<file path="config.mk">
export PLATFORM = sky130hd
export DESIGN_NAME = cfg_start_seq
export DESIGN_NICKNAME = d
export VERILOG_FILES = /design/src/rtl/cfg_seq_pkg.sv /design/src/rtl/cfg_sync.sv /design/src/rtl/cfg_por_timer.sv /design/src/rtl/cfg_dclk_gen.sv /design/src/rtl/cfg_start_seq.sv
export SDC_FILE = /design/constraint.sdc
export NUM_CORES = 1
export LEC_CHECK = 0
export ABC_AREA = 1
export BUFFER_PORTS_ARGS = -buffer_cell sky130_fd_sc_hd__buf_2
export CORE_MARGIN = 2
export CORE_UTILIZATION = 55
export CTS_CLUSTER_SIZE = 20
export DETAILED_ROUTE_END_ITERATION = 7
export HOLD_SLACK_MARGIN = 0.15
export PLACE_DENSITY_LB_ADDON = 0.3
export RECOVER_POWER = 50
export SYNTH_ARGS = -nofsm -noshare
export SYNTH_HDL_FRONTEND = slang
export SYNTH_SLANG_ARGS = --single-unit
export TNS_END_PERCENT = 5
</file>
<file path="constraint.sdc">
create_clock -name clk -period 2.3 [get_ports clk]
set_input_delay 0.23 -clock clk [delete_from_list [all_inputs] [get_ports clk]]
set_output_delay 0.23 -clock clk [all_outputs]
set_load 0.01 [all_outputs]
</file>
<file path="src/rtl/cfg_seq_pkg.sv">
package cfg_seq_pkg;
  typedef enum logic [2:0] {
    ST_POR    = 3'd0,
    ST_ARM    = 3'd1,
    ST_CONFIG = 3'd2,
    ST_LOCKED = 3'd3,
    ST_REINIT = 3'd4
  } seq_state_t;

  typedef enum logic [1:0] {
    PH_LOAD = 2'd0,
    PH_LOW  = 2'd1,
    PH_HIGH = 2'd2
  } clk_phase_t;
endpackage

</file>
<file path="src/rtl/cfg_sync.sv">
module cfg_sync #(
  parameter int W = 2
) (
  input  logic         clk,
  input  logic         rst_n,
  input  logic [W-1:0] d,
  output logic [W-1:0] q
);
  for (genvar i = 0; i < W; i++) begin : g_bit
    logic meta_q, hold_q;
    always_ff @(posedge clk or negedge rst_n) begin
      if (!rst_n) begin
        meta_q <= 1'b0;
        hold_q <= 1'b0;
      end else begin
        meta_q <= d[i];
        hold_q <= meta_q;
      end
    end
    assign q[i] = hold_q;
  end
endmodule

</file>
<file path="src/rtl/cfg_por_timer.sv">
module cfg_por_timer #(
  parameter int CLK_HZ = 1_000_000
) (
  input  logic clk,
  input  logic rst_n,
  input  logic run,
  input  logic short_sel,
  output logic done
);
  localparam int LONG_CYC  = CLK_HZ / 10;
  localparam int SHORT_CYC = CLK_HZ / 500;
  localparam int CW        = $clog2(LONG_CYC + 1);

  logic [CW-1:0] cnt_q;
  logic [CW-1:0] limit;

  assign limit = short_sel ? CW'(SHORT_CYC - 1) : CW'(LONG_CYC - 1);
  assign done  = run && (cnt_q == limit);

  always_ff @(posedge clk or negedge rst_n) begin
    if (!rst_n)         cnt_q <= '0;
    else if (!run)      cnt_q <= '0;
    else if (!done)     cnt_q <= cnt_q + 1'b1;
  end

  // the window never closes before the short length has elapsed
  assert_min_window_R1: assert property (@(posedge clk) disable iff (!rst_n)
    done |-> (cnt_q >= CW'(SHORT_CYC - 1)));
endmodule

</file>
<file path="src/rtl/cfg_dclk_gen.sv">
module cfg_dclk_gen
  import cfg_seq_pkg::*;
#(
  parameter int DIV = 4
) (
  input  logic clk,
  input  logic rst_n,
  input  logic en,
  input  logic valid,
  output logic ready,
  input  logic din,
  output logic dclk,
  output logic dout
);
  localparam int HALF = DIV / 2;
  localparam int CW   = (HALF > 1) ? $clog2(HALF) : 1;

  clk_phase_t    phase_q;
  logic [CW-1:0] cnt_q;
  logic          last;

  assign last  = (cnt_q == CW'(HALF - 1));
  assign ready = en && ((phase_q == PH_LOAD) || ((phase_q == PH_HIGH) && last));

  always_ff @(posedge clk or negedge rst_n) begin
    if (!rst_n) begin
      phase_q <= PH_LOAD;
      cnt_q   <= '0;
      dclk    <= 1'b0;
      dout    <= 1'b0;
    end else if (!en) begin
      phase_q <= PH_LOAD;
      cnt_q   <= '0;
      dclk    <= 1'b0;
    end else begin
      unique case (phase_q)
        PH_LOAD: begin
          if (valid) begin
            dout    <= din;
            phase_q <= PH_LOW;
            cnt_q   <= '0;
          end
        end
        PH_LOW: begin
          if (last) begin
            dclk    <= 1'b1;
            phase_q <= PH_HIGH;
            cnt_q   <= '0;
          end else begin
            cnt_q <= cnt_q + 1'b1;
          end
        end
        PH_HIGH: begin
          if (last) begin
            if (valid) begin
              dout    <= din;
              dclk    <= 1'b0;
              phase_q <= PH_LOW;
              cnt_q   <= '0;
            end
          end else begin
            cnt_q <= cnt_q + 1'b1;
          end
        end
        default: phase_q <= PH_LOAD;
      endcase
    end
  end

  // while enabled, a falling clock edge always carries a handshake
  assert_fall_has_bit_R6: assert property (@(posedge clk) disable iff (!rst_n)
    ($fell(dclk) && $past(en)) |-> $past(valid && ready));
  // the data bit is never altered while the clock is high
  assert_data_on_low_R6: assert property (@(posedge clk) disable iff (!rst_n)
    !$stable(dout) |-> !dclk);
  // disabling the generator parks the clock low
  assert_park_low_R9: assert property (@(posedge clk) disable iff (!rst_n)
    !en |=> !dclk);
endmodule

</file>
<file path="src/rtl/cfg_start_seq.sv">
module cfg_start_seq
  import cfg_seq_pkg::*;
#(
  parameter int CLK_HZ       = 1_000_000,
  parameter int DCLK_DIV     = 4,
  parameter int INIT_LOW_CYC = 8
) (
  input  logic clk,
  input  logic por_n,
  input  logic por_sel,
  input  logic oe_in,
  output logic oe_drive_low,
  input  logic ncs_in,
  input  logic init_conf,
  input  logic bit_valid,
  output logic bit_ready,
  input  logic bit_in,
  output logic dclk_out,
  output logic data_out,
  output logic config_active,
  output logic idle_locked
);
  localparam int IW = $clog2(INIT_LOW_CYC + 1);

  seq_state_t    state_q, state_d;
  logic          oe_s, ncs_s, oe_prev_q, oe_rise;
  logic          por_done;
  logic [IW-1:0] init_cnt_q;
  logic          init_last;

  cfg_sync #(.W(2)) u_sync (
    .clk   (clk),
    .rst_n (por_n),
    .d     ({oe_in, ncs_in}),
    .q     ({oe_s, ncs_s})
  );

  always_ff @(posedge clk or negedge por_n) begin
    if (!por_n) oe_prev_q <= 1'b0;
    else        oe_prev_q <= oe_s;
  end
  assign oe_rise = oe_s && !oe_prev_q;

  cfg_por_timer #(.CLK_HZ(CLK_HZ)) u_por (
    .clk       (clk),
    .rst_n     (por_n),
    .run       (state_q == ST_POR),
    .short_sel (por_sel),
    .done      (por_done)
  );

  assign init_last = (init_cnt_q == IW'(INIT_LOW_CYC - 1));

  always_ff @(posedge clk or negedge por_n) begin
    if (!por_n)                   init_cnt_q <= '0;
    else if (state_q != ST_REINIT) init_cnt_q <= '0;
    else if (!init_last)          init_cnt_q <= init_cnt_q + 1'b1;
  end

  always_comb begin
    state_d = state_q;
    unique case (state_q)
      ST_POR:    if (por_done) state_d = ST_ARM;
      ST_ARM: begin
        if (init_conf)    state_d = ST_REINIT;
        else if (oe_rise) state_d = ncs_s ? ST_LOCKED : ST_CONFIG;
      end
      ST_CONFIG: begin
        if (init_conf)    state_d = ST_REINIT;
        else if (!oe_s)   state_d = ST_ARM;
      end
      ST_REINIT: if (init_last) state_d = ST_ARM;
      ST_LOCKED: state_d = ST_LOCKED;
      default:   state_d = ST_POR;
    endcase
  end

  always_ff @(posedge clk or negedge por_n) begin
    if (!por_n) state_q <= ST_POR;
    else        state_q <= state_d;
  end

  assign oe_drive_low  = (state_q == ST_POR) || (state_q == ST_REINIT);
  assign config_active = (state_q == ST_CONFIG);
  assign idle_locked   = (state_q == ST_LOCKED);

  cfg_dclk_gen #(.DIV(DCLK_DIV)) u_dclk (
    .clk   (clk),
    .rst_n (por_n),
    .en    (config_active),
    .valid (bit_valid),
    .ready (bit_ready),
    .din   (bit_in),
    .dclk  (dclk_out),
    .dout  (data_out)
  );

  // the locked state is never left without power-on reset
  assert_locked_sticky_R4: assert property (@(posedge clk) disable iff (!por_n)
    idle_locked |=> idle_locked);
  // nothing moves on the serial side while locked
  assert_locked_quiet_R4: assert property (@(posedge clk) disable iff (!por_n)
    idle_locked |-> (!dclk_out && !bit_ready && $stable(data_out)));
  // configuration starts only from a rising edge with chip-select low
  assert_cfg_entry_R3: assert property (@(posedge clk) disable iff (!por_n)
    $rose(config_active) |-> ($past(oe_rise) && !$past(ncs_s)));
  // an external low on the enable line ends configuration mode
  assert_oe_low_stop_R9: assert property (@(posedge clk) disable iff (!por_n)
    (config_active && !oe_s) |=> !config_active);
  // a restart request in configuration drives the line low next cycle
  assert_reinit_drive_R8: assert property (@(posedge clk) disable iff (!por_n)
    (config_active && init_conf) |=> oe_drive_low);
endmodule

</file>
==> impl_metrics.env, run 1 <==
export IMPL_placed_cells=310
export IMPL_power_density_nw_per_um2=809
export IMPL_cts_reportedPaths_clkPinSlew_ps=110
export IMPL_port_buffers=13
export IMPL_rows=21
export IMPL_route_detailed_drc=0
export IMPL_dp_hpwl_um=2590
export IMPL_min_to="state_q[2]"
export IMPL_fin_crit_ps=1760
export IMPL_clockBufferDepth=2
export IMPL_min_path_type="in2reg"
export IMPL_wire_per_inst_um=11.2
export IMPL_antenna_cells=0
export IMPL_worstRegToRegCells=7
export IMPL_numCtsBuffers=5
export IMPL_clkLatencyLatePin_ps=340
export IMPL_clock_sinks=34
export IMPL_skew_ps=19.2
export IMPL_synthTopCellsByCount="60 x nand2_1, 37 x nor2_1, 34 x dfrtp_1, 34 x inv_1, 20 x a21oi_1"
export IMPL_synth_seq_area_share_pct=44.8
export IMPL_setup_viol=0
export IMPL_grt_max_degree=35
export IMPL_synth_fp_nets=266
export IMPL_crit_path_start_kind="flip-flop"
export IMPL_fillers=302
export IMPL_antenna_found_initial=0
export IMPL_cts_resized=0
export IMPL_gp_congestion=0.866
export IMPL_via_per_inst=5.18
export IMPL_die_h_um=62.8
export IMPL_routed_wl_um=3600
export IMPL_area_growth_pct=13.6
export IMPL_multiInputGateArea_um2=901
export IMPL_crit_type="reg2out"
export IMPL_finalSetupTns_ps=0
export IMPL_async_reset_ff_share_pct=100
export IMPL_synthFlopType="dfrtp_1"
export IMPL_reg2reg_slack_ps=660
export IMPL_cap_violations=0
export IMPL_power_total_mw=1.75
export IMPL_synth_top_area_share_pct=44.8
export IMPL_dieArea_um2=3940
export IMPL_stdcell_count=322
export IMPL_tightest_slew_ps=825
export IMPL_hold_viol=0
export IMPL_dr_pass1_iters=4
export IMPL_leakagePower_nw=1.05
export IMPL_start_util_pct=57.0
export IMPL_fin_crit_sh_pct=76.6
export IMPL_cts_setup_buffers=0
export IMPL_status="completed"
export IMPL_via_count=1669
export IMPL_syn_area_um2=1900
export IMPL_drive_above_1_share_pct=12.0
export IMPL_syn_inst=252
export IMPL_core_area_um2=3340
export IMPL_end_kind="output port"
export IMPL_synth_area_per_cell_um2=7.54
export IMPL_hp_start="init_conf"
export IMPL_synth_seq_cells=34
export IMPL_grt_first_pass_wirelength_um=6650
export IMPL_htree_levels=2
export IMPL_nets=289
export IMPL_r2r_start="state_q[1]"
export IMPL_hold_buffers=4
export IMPL_drt_iter0_markers=173
export IMPL_regArea_um2=851
export IMPL_synth_most_common_cell="nand2_1"
export IMPL_yosysWarnings=0
export IMPL_ant_nets=0
export IMPL_io_pins=14
export IMPL_grt_overflow=0
export IMPL_yosys_top_cells_area="dfrtp_1 45%, nand2_1 12%, nor2_1 7.3%"
export IMPL_slew_viol_final=0
export IMPL_cts_tree="built"
export IMPL_cts_root_buf="clkbuf_4"
export IMPL_timing_fmax_mhz=568
export IMPL_synth_cell_type_count=27
export IMPL_path_max_fanout=7
export IMPL_cp_arrival_ps=1530
export IMPL_rsz0062_at_grt="no"
export IMPL_r2r_end="u_por.cnt_q[0]"
export IMPL_track_usage_pct=21.2
export IMPL_relSlewSlack_pct=45.0
export IMPL_grt_pass1_vias=1616
export IMPL_die_w_um=62.8
export IMPL_synth_edff_count=0
export IMPL_required_ps=2070
export IMPL_utilization_pct=64.7
export IMPL_yosys_area_top_type="dfrtp_1"
export IMPL_hold_path_depth=3
export IMPL_vdd_drop_max_mv=0.624
==> worst max-delay path by stage <==
stage | depth (start not counted) | from | end | slack (ps)
4_1_cts | 5 | u_dclk.phase_q[0] | bit_ready | 510
6_report | 5 | u_dclk.phase_q[0] | bit_ready | 540
3_3_place_gp | 9 | u_por.cnt_q[0] | u_por.cnt_q[4] | 800
5_1_grt | 5 | u_dclk.phase_q[0] | bit_ready | 410
2_1_floorplan | 6 | u_dclk.phase_q[0] | u_dclk.dclk | 900
3_5_place_dp | 7 | state_q[1] | u_por.cnt_q[0] | 690
==> flip-flops by register name (all words and copies together), names as in the netlist <==
signal               flops
u_dclk.cnt_q             1
oe_prev_q                1
u_dclk.dout              1
state_q                  3
u_dclk.phase_q           2
u_sync.g_bit.hold_q      2
init_cnt_q               4
u_por.cnt_q             17
u_dclk.dclk              1
u_sync.g_bit.meta_q      2
==> area by class of cell <==
cell class	instances	share of cell area (%)
well taps	46	2.67
flip-flops and latches	34	39.4
clock inverters	2	2.78
inverters	36	6.26
multi-input cells	181	41.7
repair buffers	17	4.75
clock buffers	6	2.38
==> stage by stage <==
stage               cell area [um^2]  worst slack (ps)  hold slack (ps)
floorplan                       1900               896            -65.6
global placement                2010               798              333
detailed placement              2010               691              333
CTS                             2160               511              154
global route                    2160               406              166
finish                          2160               539              168
==> layer usage <==
metal	routed length [um]	track usage, %	up-vias
met3	137	6.49	2
met2	1780	35.8	35
li1	-	-	847
met1	1670	26.0	785
met5	0	0	-
met4	17	6.39	0
==> logic make-up after synthesis <==
| logic type | share of synthesized area (%) |
|---|---|
| AND/OR/NAND/NOR | 31.6 |
| AO/OA/AOI/OAI | 10.3 |
| adder cells (fa/ha/maj) | 3.95 |
| XOR/XNOR | 0.922 |
| buffers and inverters | 7.83 |
| flip-flops | 44.8 |
| multiplexers | 0.592 |
==> worst max-delay path, cell delays in order (launching register included) <==
cell     delay, ps
dfrtp_1        410
inv_1          110
ha_1           280
nand2_1        110
a21oi_1        160
buf_2          150
==> cells in the final DEF, fill, tap and decap left out, drive strengths merged <==
master and count:
a21oi 20, xnor2 1, or2 1, nor3b 1, nand3b 2, nand2 63, xor2 1, clkbuf 9
nor2 40, dlygate4sd3 4, nand4 3, o21ai 16, mux2 1, nor3 9, buf 10, inv 36
ha 6, a31oi 2, bufinv 2, nand3 15, dfrtp 34
==> where the power goes <==
group / total (mW) / internal [mW] / switching, mW / leakage, nW
registers: 0.715 / 0.665 / 0.0510 / 0.457
logic: 0.455 / 0.150 / 0.305 / 0.539
clock network: 0.575 / 0.368 / 0.207 / 0.0585
total: 1.75 / 1.18 / 0.563 / 1.05
Power figures use the tool's default switching activity.
==> inputs of run 2 (changes only) <==
- CORE_UTILIZATION: 55 -> 53
- clock period: 2.3 -> 1.62 ns (I/O delays scaled with it)
==> impl_metrics.env, run 2 (same netlist as run 1, synthesis figures left out) <==
export IMPL_fin_crit_sh_pct=97.6
export IMPL_cpPeakStageDelay_ps=400
export IMPL_die_h_um=63.9
export IMPL_required_ps=1460
export IMPL_dr_pass1_iters=4
export IMPL_die_w_um=63.9
export IMPL_path_max_fanout=7
export IMPL_nets=294
export IMPL_reg_largest_list="u_por.cnt_q x17, init_cnt_q x4, state_q x3"
export IMPL_htree_levels=2
export IMPL_placed_cells=312
export IMPL_final_common_cell="nand2_1"
export IMPL_cts_reportedPaths_clkPinSlew_ps=110
export IMPL_rows=21
export IMPL_crit_path_start_kind="flip-flop"
export IMPL_hold_viol=0
export IMPL_final_cell_mix="58 x nand2_1, 36 x nor2_1, 34 x dfrtp_1"
export IMPL_drt_iter0_markers=130
export IMPL_largest_reg_flops=17
export IMPL_crit_path_cell_trace="inv_1 -> nand3_2 -> inv_1 -> buf_2"
export IMPL_setup_viol=0
export IMPL_rsz0062_at_grt="yes"
export IMPL_clockBufferDepth=2
export IMPL_leakagePower_nw=1.07
export IMPL_cap_violations=0
export IMPL_grt_pass1_vias=1555
export IMPL_via_per_inst=5.17
export IMPL_area_growth_pct=15.3
export IMPL_antenna_cells=0
export IMPL_wire_per_inst_um=11.4
export IMPL_status="completed"
export IMPL_gp_congestion=0.852
export IMPL_route_detailed_drc=0
export IMPL_power_density_nw_per_um2=1100
export IMPL_power_total_mw=2.41
export IMPL_cp_common_cell="inv_1"
export IMPL_core_area_um2=3390
export IMPL_track_usage_pct=20.8
export IMPL_dieArea_um2=4080
export IMPL_stdcell_count=326
export IMPL_fin_crit_ps=1580
export IMPL_grt_first_pass_wirelength_um=6520
export IMPL_start_util_pct=56.1
export IMPL_critPathSlowestCell="dfrtp_1"
export IMPL_min_path_type="in2reg"
export IMPL_clkLatencyLatePin_ps=340
export IMPL_via_count=1685
export IMPL_io_pins=14
export IMPL_slew_viol_final=0
export IMPL_tightest_slew_ps=819
export IMPL_ant_nets=0
export IMPL_antenna_found_initial=0
export IMPL_numCtsBuffers=5
export IMPL_cp_arrival_ps=1420
export IMPL_cts_tree="built"
export IMPL_dp_hpwl_um=2680
export IMPL_grt_overflow=0
export IMPL_utilization_pct=64.6
export IMPL_skew_ps=8.81
export IMPL_crit_type="reg2out"
export IMPL_drive_above_1_share_pct=15.7
export IMPL_clock_sinks=34
export IMPL_cts_root_buf="clkbuf_4"
export IMPL_port_buffers=13
export IMPL_hold_ws_ps=193
export IMPL_vdd_drop_max_mv=0.886
export IMPL_finalSetupTns_ps=0
export IMPL_grt_max_degree=35
export IMPL_relSlewSlack_pct=45.4
export IMPL_max_flop_register="u_por.cnt_q"
export IMPL_timing_fmax_mhz=632
export IMPL_end_kind="output port"
export IMPL_routed_wl_um=3710
==> run 2: cell count changes in the layout (fill, tap and decap cells not counted), sizes merged <==
cell         change
buf              +6
bufinv           -1
clkbuf           -2
dlygate4sd3      +1
==> run 2: timing repair <==
item	in CTS	in global routing
hold buffers	5	0
endpoints found under the hold margin	39	0
gates cloned	0	0
resized for setup	4	4
setup buffers	0	2
endpoints found under the setup margin	1	9
==> run 2: final cells by class <==
cell class	count	area [um^2]
clock inverter	1	30.0
inverter	36	135
fill	291	1200
sequential	34	851
multi-input combinational	181	923
tap	46	57.6
timing repair buffer	22	143
clock buffer	6	51.3
==> run 2: critical path, delay by kind of cell, from the launching register on <==
| kind | cells | cell delay (ps) |
|---|---|---|
| buffers and inverters | 3 | 490 |
| flip-flops | 1 | 400 |
| AND/OR/NAND/NOR | 1 | 190 |
==> run 2: path summary, 6_finish.rpt <==
check | from | end | slack, ps | cells past startpoint
worst max-delay path | state_q[2] | config_active | 40 | 4
worst min-delay path | bit_valid | u_dclk.dout | 190 | 3
worst max register to register | u_dclk.phase_q[1] | u_dclk.dclk | 140 | 6
worst min register to register | u_sync.g_bit[0].meta_q | u_sync.g_bit[0].hold_q | 360 | 0
max in group asynchronous | por_n | u_por.cnt_q[14] | 590 | 3
min in group asynchronous | por_n | state_q[0] | 520 | 3
==> run 2: where the power goes <==
part | switching [mW] | total, mW | internal [mW]
logic | 0.471 | 0.742 | 0.271
registers | 0.0745 | 1.02 | 0.943
clock network | 0.288 | 0.647 | 0.359
total | 0.834 | 2.41 | 1.57
==> run 2: routing by layer <==
layer | track usage [%] | share of wire (%) | wire length, um | up-vias
li1 | - | - | - | 862
met1 | 25.7 | 47 | 1760 | 786
met2 | 33.3 | 46 | 1720 | 29
met3 | 6.51 | 4.3 | 160 | 8
met4 | 8.97 | 2.0 | 76 | 0
met5 | 0 | 0 | 0 | -
==> run 2: stage by stage <==
step                worst slack (ps)  cell area [um^2]
global route                   -54.6              2190
finish                          38.1              2190
floorplan                        216              1900
detailed placement               113              2020
CTS                             17.3              2170
global placement                 164              2020
